## src/rtl/wbuf_pkg.sv

```systemverilog
package wbuf_pkg;

  // policy encodings
  localparam int unsigned POL_SEQ   = 0;
  localparam int unsigned POL_MULTI = 1;
  localparam int unsigned POL_FWD   = 2;

  // entries actually held for a policy
  function automatic int unsigned eff_depth(input int unsigned mode, input int unsigned depth);
    return (mode == POL_MULTI) ? depth : 1;
  endfunction

  // stall decision for one presented operation
  function automatic logic stall_rule(input int unsigned mode, input logic valid,
                                      input logic is_store, input logic empty,
                                      input logic full, input logic drain);
    logic s;
    s = 1'b0;
    if (valid) begin
      case (mode)
        POL_SEQ:   s = !empty;
        POL_MULTI: s = is_store ? (full && !drain) : !empty;
        default:   s = is_store ? !empty : 1'b0;
      endcase
    end
    return s;
  endfunction

endpackage

```

## src/rtl/wbuf_store_fifo.sv

```systemverilog
module wbuf_store_fifo #(
  parameter int unsigned DEPTH = 4,
  parameter int unsigned AW    = 16,
  parameter int unsigned DW    = 32,
  localparam int unsigned PW   = (DEPTH > 1) ? $clog2(DEPTH) : 1,
  localparam int unsigned CW   = $clog2(DEPTH + 1)
) (
  input  logic          clk,
  input  logic          rst_n,
  input  logic          push,
  input  logic          pop,
  input  logic [AW-1:0] in_addr,
  input  logic [DW-1:0] in_data,
  output logic [AW-1:0] head_addr,
  output logic [DW-1:0] head_data,
  output logic          empty,
  output logic          full
);

  logic [AW-1:0] addr_q [DEPTH];
  logic [DW-1:0] data_q [DEPTH];
  logic [PW-1:0] rd_ptr, wr_ptr;
  logic [CW-1:0] occ;

  function automatic logic [PW-1:0] ptr_inc(input logic [PW-1:0] p);
    return (p == PW'(DEPTH - 1)) ? '0 : p + PW'(1);
  endfunction

  assign empty     = (occ == '0);
  assign full      = (occ == CW'(DEPTH));
  assign head_addr = addr_q[rd_ptr];
  assign head_data = data_q[rd_ptr];

  always_ff @(posedge clk) begin
    if (!rst_n) begin
      rd_ptr <= '0;
      wr_ptr <= '0;
      occ    <= '0;
    end else begin
      if (push) wr_ptr <= ptr_inc(wr_ptr);
      if (pop)  rd_ptr <= ptr_inc(rd_ptr);
      occ <= occ + CW'(push) - CW'(pop);
    end
  end

  always_ff @(posedge clk) begin
    if (push) begin
      addr_q[wr_ptr] <= in_addr;
      data_q[wr_ptr] <= in_data;
    end
  end

  // only a present entry can leave
  a_r9_pop_needs_entry: assert property (@(posedge clk) disable iff (!rst_n)
    pop |-> !empty);
  // never more entries than storage
  a_r4_no_overflow: assert property (@(posedge clk) disable iff (!rst_n)
    push |-> (!full || pop));
  // occupancy moves by one per pop
  a_r9_count_step: assert property (@(posedge clk) disable iff (!rst_n)
    (pop && !push) |=> (occ == $past(occ) - CW'(1)));

endmodule

```

## src/rtl/wbuf_policy.sv

```systemverilog
module wbuf_policy
  import wbuf_pkg::*;
#(
  parameter int unsigned MODE = 1
) (
  input  logic cpu_valid,
  input  logic cpu_is_store,
  input  logic empty,
  input  logic full,
  input  logic drain,
  output logic stall,
  output logic accept_store
);

  assign stall        = stall_rule(MODE, cpu_valid, cpu_is_store, empty, full, drain);
  assign accept_store = cpu_valid && cpu_is_store && !stall;

endmodule

```

## src/rtl/wbuf_fwd.sv

```systemverilog
module wbuf_fwd #(
  parameter int unsigned MODE = 1,
  parameter int unsigned AW   = 16,
  parameter int unsigned DW   = 32
) (
  input  logic          cpu_valid,
  input  logic          cpu_is_store,
  input  logic [AW-1:0] cpu_addr,
  input  logic          empty,
  input  logic [AW-1:0] held_addr,
  input  logic [DW-1:0] held_data,
  output logic          hit,
  output logic [DW-1:0] data
);

  logic addr_match;
  assign addr_match = cpu_valid && !cpu_is_store && !empty && (cpu_addr == held_addr);

  generate
    if (MODE == 2) begin : g_lookup
      assign hit  = addr_match;
      assign data = held_data;
    end else begin : g_nolookup
      assign hit  = 1'b0;
      assign data = addr_match ? held_data : '0;
    end
  endgenerate

endmodule

```

## src/rtl/store_write_buffer.sv

```systemverilog
module store_write_buffer
  import wbuf_pkg::*;
#(
  parameter int unsigned MODE  = 1,
  parameter int unsigned DEPTH = 4,
  parameter int unsigned AW    = 16,
  parameter int unsigned DW    = 32
) (
  input  logic          clk,
  input  logic          rst_n,
  input  logic          cpu_valid,
  input  logic          cpu_is_store,
  input  logic [AW-1:0] cpu_addr,
  input  logic [DW-1:0] cpu_wdata,
  output logic          cpu_stall,
  output logic          fwd_hit,
  output logic [DW-1:0] fwd_data,
  output logic          bus_req,
  output logic [AW-1:0] bus_addr,
  output logic [DW-1:0] bus_data,
  input  logic          bus_gnt
);

  localparam int unsigned ENTRIES = eff_depth(MODE, DEPTH);

  logic empty, full, drain, push;
  logic [AW-1:0] head_addr;
  logic [DW-1:0] head_data;
  logic [DW-1:0] fwd_raw;

  assign bus_req = !empty;
  assign drain   = bus_req && bus_gnt;

  wbuf_store_fifo #(.DEPTH(ENTRIES), .AW(AW), .DW(DW)) u_fifo (
    .clk(clk), .rst_n(rst_n), .push(push), .pop(drain),
    .in_addr(cpu_addr), .in_data(cpu_wdata),
    .head_addr(head_addr), .head_data(head_data),
    .empty(empty), .full(full)
  );

  wbuf_policy #(.MODE(MODE)) u_policy (
    .cpu_valid(cpu_valid), .cpu_is_store(cpu_is_store),
    .empty(empty), .full(full), .drain(drain),
    .stall(cpu_stall), .accept_store(push)
  );

  wbuf_fwd #(.MODE(MODE), .AW(AW), .DW(DW)) u_fwd (
    .cpu_valid(cpu_valid), .cpu_is_store(cpu_is_store), .cpu_addr(cpu_addr),
    .empty(empty), .held_addr(head_addr), .held_data(head_data),
    .hit(fwd_hit), .data(fwd_raw)
  );

  assign fwd_data = fwd_hit ? fwd_raw : '0;
  assign bus_addr = head_addr;
  assign bus_data = head_data;

  // an ungranted head entry is held on the bus
  a_r8_head_held: assert property (@(posedge clk) disable iff (!rst_n)
    (bus_req && !bus_gnt) |=> (bus_req && $stable(bus_addr) && $stable(bus_data)));
  // single-entry policies accept a store only into an empty buffer
  a_r2_single_accept_empty: assert property (@(posedge clk) disable iff (!rst_n)
    (push && (MODE != POL_MULTI)) |-> !bus_req);
  // forwarding only from a held entry, only in policy 2
  a_r6_fwd_needs_entry: assert property (@(posedge clk) disable iff (!rst_n)
    fwd_hit |-> (bus_req && (MODE == POL_FWD)));
  // loads pass freely in policy 2
  a_r5_load_free: assert property (@(posedge clk) disable iff (!rst_n)
    (MODE == POL_FWD && cpu_valid && !cpu_is_store) |-> !cpu_stall);
  // empty out of reset
  a_r1_reset_empty: assert property (@(posedge clk)
    !rst_n |=> !bus_req);

endmodule

```

## config.mk

```make
export PLATFORM = sky130hd
export DESIGN_NAME = store_write_buffer
export DESIGN_NICKNAME = d
export VERILOG_FILES = /design/src/rtl/wbuf_pkg.sv /design/src/rtl/wbuf_store_fifo.sv /design/src/rtl/wbuf_policy.sv /design/src/rtl/wbuf_fwd.sv /design/src/rtl/store_write_buffer.sv
export SDC_FILE = /design/constraint.sdc
export NUM_CORES = 1
export LEC_CHECK = 0
export BUFFER_PORTS_ARGS = -buffer_cell sky130_fd_sc_hd__buf_2
export CELL_PAD_IN_SITES_DETAIL_PLACEMENT = 0
export CELL_PAD_IN_SITES_GLOBAL_PLACEMENT = 1
export CORE_MARGIN = 1
export CORE_UTILIZATION = 52
export CTS_CLUSTER_DIAMETER = 120
export DETAILED_ROUTE_END_ITERATION = 7
export GPL_TIMING_DRIVEN = 0
export PLACE_DENSITY_LB_ADDON = 0.1
export SYNTH_ARGS = -nofsm -noshare
export SYNTH_HDL_FRONTEND = slang
export SYNTH_SLANG_ARGS = --single-unit
```

## constraint.sdc

```tcl
create_clock -name clk -period 5.9 [get_ports clk]
set_input_delay 0.295 -clock clk [delete_from_list [all_inputs] [get_ports clk]]
set_output_delay 0.295 -clock clk [all_outputs]
set_load 0.01 [all_outputs]
```

==> results by group, run 1 <==
Outcome
  • Run status: completed

Critical path
  • Buf/Inv on CP: 3
  • Crit-path leading delay family: adder cells
  • Largest stage delay, worst path: 0.51 ns
  • R2r worst-path depth: 11
  • Most common cell on crit path: inv_1
  • Critical path required time: 6.28 ns
  • Critical Path Start Type: flop
  • Worst setup path end: u_fifo.occ[2]$_SDFF_PN0_
  • WP depth: 11
  • WP data arrival: 2.94 ns
  • R2r endpoint: u_fifo.occ[2]$_SDFF_PN0_
  • Setup Crit Path Kind: flop to flop
  • Flop2flop setup slack: 3.34 ns
  • Worst setup EP type: flop
  • Critical-path cell list: nor3_1 > a21oi_1 > inv_1 > ha_1 > inv_1 > ha_1 > inv_1 > fa_1 > xnor2_1 > xnor2_1 > and2_1
  • CP startpoint: u_fifo.occ[1]$_SDFF_PN0_
  • CP max FO: 7
  • Slowest CP cell: a21oi_1
  • Crit Reg-Reg Startpoint: u_fifo.occ[1]$_SDFF_PN0_

STA
  • Slew HR: 42.7%
  • FMAX: 390 MHz
  • RSZ-0062 raised after global routing: false
  • Least-Margin Pin Slew: 0.859 ns
  • Setup ws final: 3.34 ns
  • Final setup TNS: 0 ns
  • Tmin final: 2.56 ns
  • Final Setup Violations: 0
  • Final worst-path cycle share: 43.5%
  • Final Skew: 0.0148 ns
  • Slew Viols, Final: 0
  • Final Hold Viols: 0

Clock tree
  • Hold_buf cts: 0
  • PostCTS Resize Cnt: 0
  • CTS tree: built
  • Maximum root-to-sink buffer count: 3
  • Clk slew on worst S/H paths: 0.06 ns
  • Clock sinks: 201
  • # Post-CTS Setup Buffers: 0
  • Root Driver: clkbuf_16
  • Later-pin clock latency in the skew report: 0.48 ns
  • TritonCTS Buffers: 21
  • H-tree level count: 1

Layout
  • Area delta synth->final: 20.3%
  • Multi-input gate area: 0.00149 mm^2
  • Register area: 0.00595 mm^2
  • Most frequent cells in the layout: 192 x edfxtp_1, 105 x buf_2, 48 x mux4_2
  • Final nets: 559
  • Fraction of layout cells with a size suffix above 1: 44.5%
  • Post-layout util: 65.3%
  • Most common cell after layout, fill and taps aside: edfxtp_1
  • Final std cells w/o fill: 691
  • Number of fill cells: 985

Synthesis
  • Top cell type by total area after synthesis: edfxtp_1
  • Yosys top cell area share: 75.3%
  • Mean Syn Cell Area: 22.7 um^2
  • Sequential area share after synthesis: 77.7%
  • Synth area leaders: edfxtp_1 75%, mux4_2 14%, buf_4 3.4%
  • Yosys cell types: 24
  • #FFs+latches synth: 201
  • Netlist Area Pre-Place: 0.00765 mm^2
  • Cells after Synth: 337
  • YS warnings: 0

Floorplanning
  • Placeable Area: 0.0141 mm^2
  • Die Span Y: 123 um
  • Rows: 43
  • Die Area: 0.0152 mm^2
  • Die Wd: 123 um
  • Initial Util: 54.3%
  • I/O pin total: 136

Placement
  • Setup WS pre-CTS: 3.35 ns
  • Post-Place Cells: 655
  • Post-DP HPWL: 7.96 mm
  • Port bufs: 102
  • Gpl congestion: 0.684

Detailed routing
  • Vias/cell: 5.15
  • Pre-Repair DR Iteration Count: 4
  • DR top layer: met4
  • Detailed Route WL: 12.6 mm
  • Routed wl met3: 906 um
  • Remaining DRCs: 0
  • Wire length on met2: 6.44 mm
  • Antenna viol nets, final: 0
  • Wire per inst: 18.3 um
  • Via count: 3,561
  • 1st-iter DRT viols: 172
  • DRT met1 WL: 5.14 mm

Power and ir drop
  • VDD IR-drop max: 0.000203 V
  • Tot Pwr: 3.48 mW
  • P per Cell Area: 378 mW/mm^2
  • Lkg Pwr: 3.30 nW

Flow run
  • Max-cap violations: 0

Global routing
  • First-pass GRT wire length: 19.3 mm
  • Largest net degree at the start of global routing: 30
  • Total grt overflow: 0
  • Number of global-route vias before repair: 3,713
  • Initial antenna violation count: 0
  • Total track usage: 17.1%

Min path
  • Worst min-delay path class: primary input to flop
  • Hold path start: cpu_wdata[8]
-- metrics by stage --
step	hold slack, ns	cell area [um^2]
after floorplan	0.394	7770
after global placement	0.489	8510
after detailed placement	0.497	8590
after CTS	0.0199	9210
after global routing	0.0213	9210
final	0.0344	9210
-- worst min path at each step --
stage                                     endpoint  slack, ns  cells past startpoint
finish               u_fifo.data_q[1][8]$_DFFE_PP_       0.03                      1
global route         u_fifo.addr_q[3][0]$_DFFE_PP_       0.02                      1
CTS                 u_fifo.data_q[0][13]$_DFFE_PP_       0.02                      1
detailed placement   u_fifo.wr_ptr[1]$_SDFFE_PN0P_       0.50                      2
global placement     u_fifo.wr_ptr[1]$_SDFFE_PN0P_       0.49                      2
floorplan            u_fifo.addr_q[0][0]$_DFFE_PP_       0.39                      0
-- cell usage after synthesis --
cell and n:
fa_1 1, clkbuf_1 3, xnor2_1 2, conb_1 1
nor2_1 2, inv_1 6, or3_1 1, nand3_1 2
ha_1 7, nor2b_1 1, edfxtp_1 192, buf_6 3
a21oi_1 1, nor3_1 1, mux4_2 48, o31a_1 1
mux2i_1 2, o211a_1 1, dfxtp_1 9, nand2_1 7
o21ai_0 2, buf_2 3, buf_4 35, and2_1 6
-- state kept, by name, summed over array words and instances (netlist names), named ones only --
signal and count:
u_fifo.data_q 128, u_fifo.addr_q 64, u_fifo.occ 3, u_fifo.wr_ptr 2, u_fifo.rd_ptr 2
-- layer usage --
metal	track usage [%]	vias to the layer above
li1	-	1630
met1	21.6	1806
met2	29.7	107
met3	4.20	18
met4	4.59	0
met5	0	-
-- power by group --
group	total [mW]	internal (mW)	switching, mW
clock	1.18	0.690	0.486
sequential	1.65	1.63	0.0258
combinational	0.653	0.337	0.317
-- logic make-up (layout without fill, tap and decap cells) --
| family | Yosys count | count (layout) | share of synthesized area [%] |
|---|---|---|---|
| simple gates | 20 | 20 | 1.29 |
| mux | 50 | 50 | 14.4 |
| other cells | 1 | 34 | 0.0490 |
| xor+xnor | 2 | 2 | 0.229 |
| flops | 201 | 201 | 77.7 |
| fa+ha+maj | 8 | 8 | 1.41 |
| compound gates | 5 | 5 | 0.441 |
| buf+inv | 50 | 191 | 4.51 |
-- area by class of cell --
class	instances	area share, %
Timing Repair Buffer	106	6.41
Tap cell	180	2.45
Inverter	6	0.245
Multi-Input combinational cell	118	16.2
Sequential cell	201	64.6
Clock buffer	24	5.83
Antenna cell	1	0.0272
Clock inverter	11	0.815
Buffer	44	3.51
Power figures use the tool's default switching activity.
==> run 2: changes to the inputs <==
Settings changed: CORE_UTILIZATION 52 to 48.
Clock period 5.9 ns to 2.38 ns, I/O delays scaled along.
==> run 2 against run 1 <==
Compared with the run above:
- cell count increased by 12%
- cell area increased by 6.1%
- fmax increased by 15%
- non-clock buffer count increased by 48
==> results by group, run 2 (same netlist as run 1, synthesis figures left out) <==
Critical path
  • Slowest CP cell: fa_1
  • Critical-path cell list: nor3_2 > a21oi_2 > buf_4 > inv_1 > ha_1 > inv_1 > ha_1 > inv_1 > fa_1 > xnor2_1 > xnor2_1 > and2_1
  • Most common cell on crit path: inv_1
  • Largest stage delay, worst path: 0.37 ns (-0.14 ns)
  • Crit Reg-Reg Startpoint: u_fifo.occ[1]$_SDFF_PN0_
  • R2r endpoint: u_fifo.occ[2]$_SDFF_PN0_
  • R2r worst-path depth: 12 (+1)
  • Crit-path leading delay family: adder cells
  • Worst setup EP type: flop
  • Flop2flop setup slack: 0.15 ns (-3.18 ns)
  • WP data arrival: 2.60 ns (-0.34 ns)
  • Critical path required time: 2.75 ns (-3.53 ns)
  • Buf/Inv on CP: 4 (+1)
  • Critical Path Start Type: flop
  • CP max FO: 7 (unchanged)
  • Setup Crit Path Kind: flop to flop

Power and ir drop
  • P per Cell Area: 910 mW/mm^2 (+140%)
  • Tot Pwr: 8.90 mW (+160%)
  • Lkg Pwr: 3.52 nW (+6.8%)
  • VDD IR-drop max: 0.000539 V (+170%)

Layout
  • Most frequent cells in the layout: 192 x edfxtp_1, 105 x buf_2, 49 x dlygate4sd3_1
  • Largest register FFs: 128 (unchanged)
  • Fraction of layout cells with a size suffix above 1: 41.6% (-2.9 points)
  • Reg with most FFs: u_fifo.data_q
  • Ant. Diodes: 0 (-1)
  • Final std cells w/o fill: 771 (+12%)
  • Most common cell after layout, fill and taps aside: edfxtp_1
  • Regs by FF count: u_fifo.data_q x128, u_fifo.addr_q x64, u_fifo.occ x3
  • Area delta synth->final: 27.7%
  • Final nets: 607 (+8.6%)

Detailed routing
  • Via count: 3,732 (+4.8%)
  • Remaining DRCs: 0 (unchanged)
  • Detailed Route WL: 13.2 mm (+4.8%)
  • Pre-Repair DR Iteration Count: 4 (unchanged)
  • Antenna viol nets, final: 0 (unchanged)
  • 1st-iter DRT viols: 229 (+33%)
  • Wire per inst: 17.2 um (-6.1%)
  • Vias/cell: 4.84 (-6.1%)

Global routing
  • Initial antenna violation count: 0 (unchanged)
  • Gr busiest metal: met2
  • First-pass GRT wire length: 20.5 mm (+6.5%)
  • Met1 Usage GRT: 21.2% (-0.42 points)
  • Total grt overflow: 0 (unchanged)
  • Met3 global-route usage: 3.46% (-0.73 points)
  • M2 GR Usage: 29.3% (-0.40 points)
  • Largest net degree at the start of global routing: 49 (+63%)
  • Total track usage: 16.7% (-0.44 points)
  • Number of global-route vias before repair: 3,941 (+6.1%)

STA
  • Final Setup Violations: 0 (unchanged)
  • Setup ws final: 0.153 ns (-3.18 ns)
  • RSZ-0062 raised after global routing: false
  • Slew Viols, Final: 0 (unchanged)
  • Hold Slack: 0.160 ns (+0.126 ns)
  • Final Hold Viols: 0 (unchanged)
  • Final Skew: 0.00852 ns (-0.00627 ns)
  • Final setup TNS: 0 ns (unchanged)
  • Slew HR: 48.5% (+5.8 points)
  • Least-Margin Pin Slew: 0.772 ns (-0.0868 ns)
  • Final worst-path cycle share: 93.6% (+50 points)
  • FMAX: 449 MHz (+15%)
  • Tmin final: 2.23 ns (-0.338 ns)

Floorplanning
  • I/O pin total: 136 (unchanged)
  • Die Span Y: 128 um (+4.0%)
  • Rows: 45 (+4.7%)
  • Initial Util: 49.8% (-4.5 points)
  • Placeable Area: 0.0154 mm^2 (+9.0%)
  • Die Wd: 128 um (+4.0%)
  • Die Area: 0.0165 mm^2 (+8.2%)

Min path
  • Worst hold path stage count: 4 (+3)
  • Worst Hold Path EP: u_fifo.rd_ptr[1]$_SDFFE_PN0P_
  • Worst min-delay path class: primary input to flop
  • Hold path start: bus_gnt

Placement
  • Gpl congestion: 0.644 (-5.8%)
  • Post-DP HPWL: 7.62 mm (-4.3%)
  • Port bufs: 102 (unchanged)
  • Post-Place Cells: 682 (+4.1%)
  • Setup WS pre-CTS: -0.372 ns (-3.72 ns)

Outcome
  • Run status: completed

Clock tree
  • H-tree level count: 1 (unchanged)
  • Maximum root-to-sink buffer count: 3 (unchanged)
  • Root Driver: clkbuf_16
  • Clk slew on worst S/H paths: 0.06 ns (about the same)
  • Clock sinks: 201 (unchanged)
  • CTS tree: built
  • TritonCTS Buffers: 21 (unchanged)
  • Later-pin clock latency in the skew report: 0.47 ns (about the same)

Flow run
  • Max-cap violations: 0 (unchanged)
==> run 2: layer usage <==
metal / up-vias / wire length (um)
met1: 1881 / 5530
met3: 11 / 819
met2: 117 / 6720
met5: - / 0
li1: 1723 / -
met4: 0 / 162
==> run 2: final cells by class <==
cell class | instances | area, um^2
Sequential cell | 201 | 5950
Fill cell | 1127 | 5600
Multi-Input combinational cell | 118 | 1500
Timing Repair Buffer | 154 | 1050
Clock buffer | 31 | 613
Buffer | 44 | 323
Tap cell | 211 | 264
Clock inverter | 6 | 55.1
Inverter | 6 | 22.5
==> run 2: per-stage QoR <==
stage / instance area, um^2 / util (%)
2_1_floorplan: 7780 / -
3_3_place_gp: 8550 / 55.6
3_5_place_dp: 8550 / 55.6
4_1_cts: 9720 / 63.3
5_1_grt: 9770 / 63.6
6_report: 9770 / 63.6
==> run 2: worst max-delay path by stage <==
stage | cells past startpoint | slack, ns | start | endpoint
after floorplan | 11 | 0.10 | u_fifo.occ[1]$_SDFF_PN0_ | u_fifo.occ[2]$_SDFF_PN0_
after global placement | 3 | -0.34 | u_fifo.occ[1]$_SDFF_PN0_ | u_fifo.addr_q[3][13]$_DFFE_PP_
after detailed placement | 3 | -0.37 | u_fifo.occ[1]$_SDFF_PN0_ | u_fifo.addr_q[1][13]$_DFFE_PP_
after CTS | 4 | -0.01 | u_fifo.occ[1]$_SDFF_PN0_ | u_fifo.data_q[1][14]$_DFFE_PP_
after global routing | 12 | 0.03 | u_fifo.occ[1]$_SDFF_PN0_ | u_fifo.occ[2]$_SDFF_PN0_
final | 12 | 0.15 | u_fifo.occ[1]$_SDFF_PN0_ | u_fifo.occ[2]$_SDFF_PN0_
==> run 2: worst register-to-register path, cell delays in order, from the launching register on <==
cell and delay [ns]:
dfxtp_2 0.35, nor3_2 0.24, a21oi_2 0.07, buf_4 0.17, inv_1 0.06, ha_1 0.21
inv_1 0.05, ha_1 0.13, inv_1 0.05, fa_1 0.37, xnor2_1 0.15, xnor2_1 0.12
and2_1 0.15
==> run 2: where the power goes <==
part / switching, mW / internal (mW) / leakage [nW]
clock network: 1.23 / 1.89 / 0.334
registers: 0.0671 / 4.03 / 1.82
logic: 0.799 / 0.885 / 1.37
total: 2.09 / 6.80 / 3.52
==> run 2: what timing repair did <==
| action | 4_1_cts | 5_1_grt |
|---|---|---|
| endpoints found under the setup margin | 193 | 1 |
| setup buffers | 1 | 0 |
| pin swaps | 1 | 0 |
| hold buffers | 49 | 0 |
| hold endpoints to repair | 194 | 0 |
| gates resized for setup | 1 | 2 |
==> run 3: changes to the inputs <==
Clock period 2.38 ns to 2.2 ns, I/O delays scaled along.
==> run 3 against run 2 <==
Compared with the run above:
- clock skew hardly changed
- clock-buffer cell count is 3 lower
- clock power is 8.0% higher
- via count hardly changed
- hold slack better by 0.024 ns
- critical path type unchanged
- first-iteration DRC count is 1.3% lower
==> results by group, run 3 (same netlist as run 1, synthesis figures left out) <==
Global routing
  • Number of global-route vias before repair: 3,773 (-4.3%)
  • Gr busiest metal: met2
  • Met1 Usage GRT: 20.4% (-0.79 points)
  • M2 GR Usage: 27.4% (-1.9 points)
  • First-pass GRT wire length: 19.6 mm (-4.1%)
  • Total track usage: 15.9% (-0.80 points)
  • Initial antenna violation count: 0 (unchanged)
  • Met3 global-route usage: 3.38% (-0.083 points)
  • Largest net degree at the start of global routing: 49 (unchanged)
  • Total grt overflow: 0 (unchanged)

Layout
  • Regs by FF count: u_fifo.data_q x128, u_fifo.addr_q x64, u_fifo.occ x3
  • Final std cells w/o fill: 771 (unchanged)
  • Ant. Diodes: 0 (unchanged)
  • Fraction of layout cells with a size suffix above 1: 42.5% (+0.89 points)
  • Post-layout util: 63.7% (+0.11 points)
  • Most frequent cells in the layout: 192 x edfxtp_1, 105 x buf_2, 49 x dlygate4sd3_1
  • Register area: 0.00595 mm^2 (+0.11%)
  • Area delta synth->final: 27.9%
  • Largest register FFs: 128 (unchanged)
  • Most common cell after layout, fill and taps aside: edfxtp_1
  • Multi-input gate area: 0.00154 mm^2 (+2.8%)
  • Final nets: 607 (unchanged)
  • Number of fill cells: 1,105 (-2.0%)
  • Reg with most FFs: u_fifo.data_q

STA
  • Final Hold Viols: 0 (unchanged)
  • Final Setup Violations: 0 (unchanged)
  • Final setup TNS: 0 ns (unchanged)
  • Hold Slack: 0.185 ns (+0.0243 ns)
  • Slew HR: 48.5% (about the same)
  • Least-Margin Pin Slew: 0.772 ns (-0.0000220 ns)
  • RSZ-0062 raised after global routing: false
  • Tmin final: 2.11 ns (-0.116 ns)
  • Final Skew: 0.00869 ns (+0.000165 ns)
  • Slew Viols, Final: 0 (unchanged)
  • Final worst-path cycle share: 96.0% (+2.4 points)
  • FMAX: 474 MHz (+5.5%)

Clock tree
  • Clock sinks: 201 (unchanged)
  • TritonCTS Buffers: 22 (+4.8%)
  • Maximum root-to-sink buffer count: 3 (unchanged)
  • Root Driver: clkbuf_16
  • Clk slew on worst S/H paths: 0.06 ns (about the same)
  • CTS tree: built
  • H-tree level count: 1 (unchanged)
  • Later-pin clock latency in the skew report: 0.48 ns (about the same)

Flow run
  • Max-cap violations: 0 (unchanged)

Floorplanning
  • Initial Util: 49.8% (unchanged)
  • I/O pin total: 136 (unchanged)
  • Die Area: 0.0165 mm^2 (unchanged)
  • Rows: 45 (unchanged)
  • Die Wd: 128 um (unchanged)
  • Placeable Area: 0.0154 mm^2 (unchanged)
  • Die Span Y: 128 um (unchanged)

Detailed routing
  • Vias/cell: 4.84 (about the same)
  • Remaining DRCs: 0 (unchanged)
  • Via count: 3,734 (+0.054%)
  • Wire per inst: 16.7 um (-2.9%)
  • 1st-iter DRT viols: 226 (-1.3%)
  • Detailed Route WL: 12.9 mm (-2.9%)
  • Pre-Repair DR Iteration Count: 4 (unchanged)
  • Antenna viol nets, final: 0 (unchanged)

Power and ir drop
  • VDD IR-drop max: 0.000516 V (-4.4%)
  • Lkg Pwr: 3.51 nW (-0.31%)
  • P per Cell Area: 990 mW/mm^2 (+8.7%)
  • Tot Pwr: 9.69 mW (+8.9%)

Critical path
  • Worst setup EP type: flop
  • WP data arrival: 2.48 ns (-0.12 ns)
  • CP max FO: 5 (-2)
  • Setup Crit Path Kind: flop to flop
  • Slowest CP cell: dfxtp_4
  • Crit-path leading delay family: adder cells
  • Buf/Inv on CP: 2 (-2)
  • Critical-path cell list: o31a_1 > ha_4 > inv_1 > ha_2 > inv_2 > fa_2 > xnor2_2 > xnor2_1 > and2_1
  • Critical Path Start Type: flop
  • Largest stage delay, worst path: 0.37 ns (about the same)
  • Critical path required time: 2.57 ns (-0.18 ns)
  • Flop2flop setup slack: 0.09 ns (-0.06 ns)

Outcome
  • Run status: completed

Placement
  • Post-DP HPWL: 7.31 mm (-4.0%)
  • Post-Place Cells: 682 (unchanged)
  • Port bufs: 102 (unchanged)
  • Gpl congestion: 0.650 (+0.90%)

Min path
  • Worst min-delay path class: primary input to flop
-- run 3: worst reg2reg max path, delay by kind of cell (launching register included) --
family / cells / cell delay, ns
buffers and inverters: 2 / 0.09
xor gates and xnor gates: 2 / 0.28
DFF: 1 / 0.37
adders and majority gates: 3 / 0.78
AOI/OAI and AO/OA: 1 / 0.33
and+or+nand+nor: 1 / 0.15
-- run 3: layer usage --
metal  share of wire [%]  vias up
li1                    -     1724
met1                  42     1884
met2                  51      112
met3                 6.0       14
met4                 1.3        0
met5                   0        -
-- run 3: area by class of cell --
| cell class | instances | area share, % |
|---|---|---|
| clock inverter | 10 | 0.767 |
| multi-input combinational | 118 | 15.7 |
| tap | 211 | 2.70 |
| timing repair buffer | 153 | 10.4 |
| sequential | 201 | 60.8 |
| clock buffer | 28 | 6.07 |
| buffer | 44 | 3.30 |
| inverter | 6 | 0.230 |
-- run 3: path summary, 6_finish.rpt --
kind / endpoint / cells after the start / start
setup / recovery: u_fifo.occ[2]$_SDFF_PN0_ / 9 / u_fifo.occ[1]$_SDFF_PN0_
hold / removal: u_fifo.wr_ptr[0]$_SDFFE_PN0P_ / 5 / cpu_valid
setup reg to reg: u_fifo.occ[2]$_SDFF_PN0_ / 9 / u_fifo.occ[1]$_SDFF_PN0_
hold reg to reg: u_fifo.wr_ptr[1]$_SDFFE_PN0P_ / 2 / u_fifo.wr_ptr[1]$_SDFFE_PN0P_
-- run 3: power by group --
part	internal, mW	switching, mW
Sequential	4.37	0.0813
Clock	2.02	1.34
Combinational	0.993	0.881
Total	7.38	2.30
-- run 3: what timing repair did --
item	CTS	global route
pin swaps	2	6
setup endpoints to repair	193	1
hold buffers	49	0
resized for setup	6	11
setup buffers	1	2
hold endpoints to repair	194	0
-- run 3: through the flow --
| step | setup WS [ns] | instance area (um^2) |
|---|---|---|
| after floorplan | 0.0361 | 7780 |
| after global placement | -0.275 | 8560 |
| after detailed placement | -0.287 | 8560 |
| after CTS | -0.0400 | 9740 |
| after global routing | 0.00982 | 9790 |
| final | 0.0889 | 9790 |
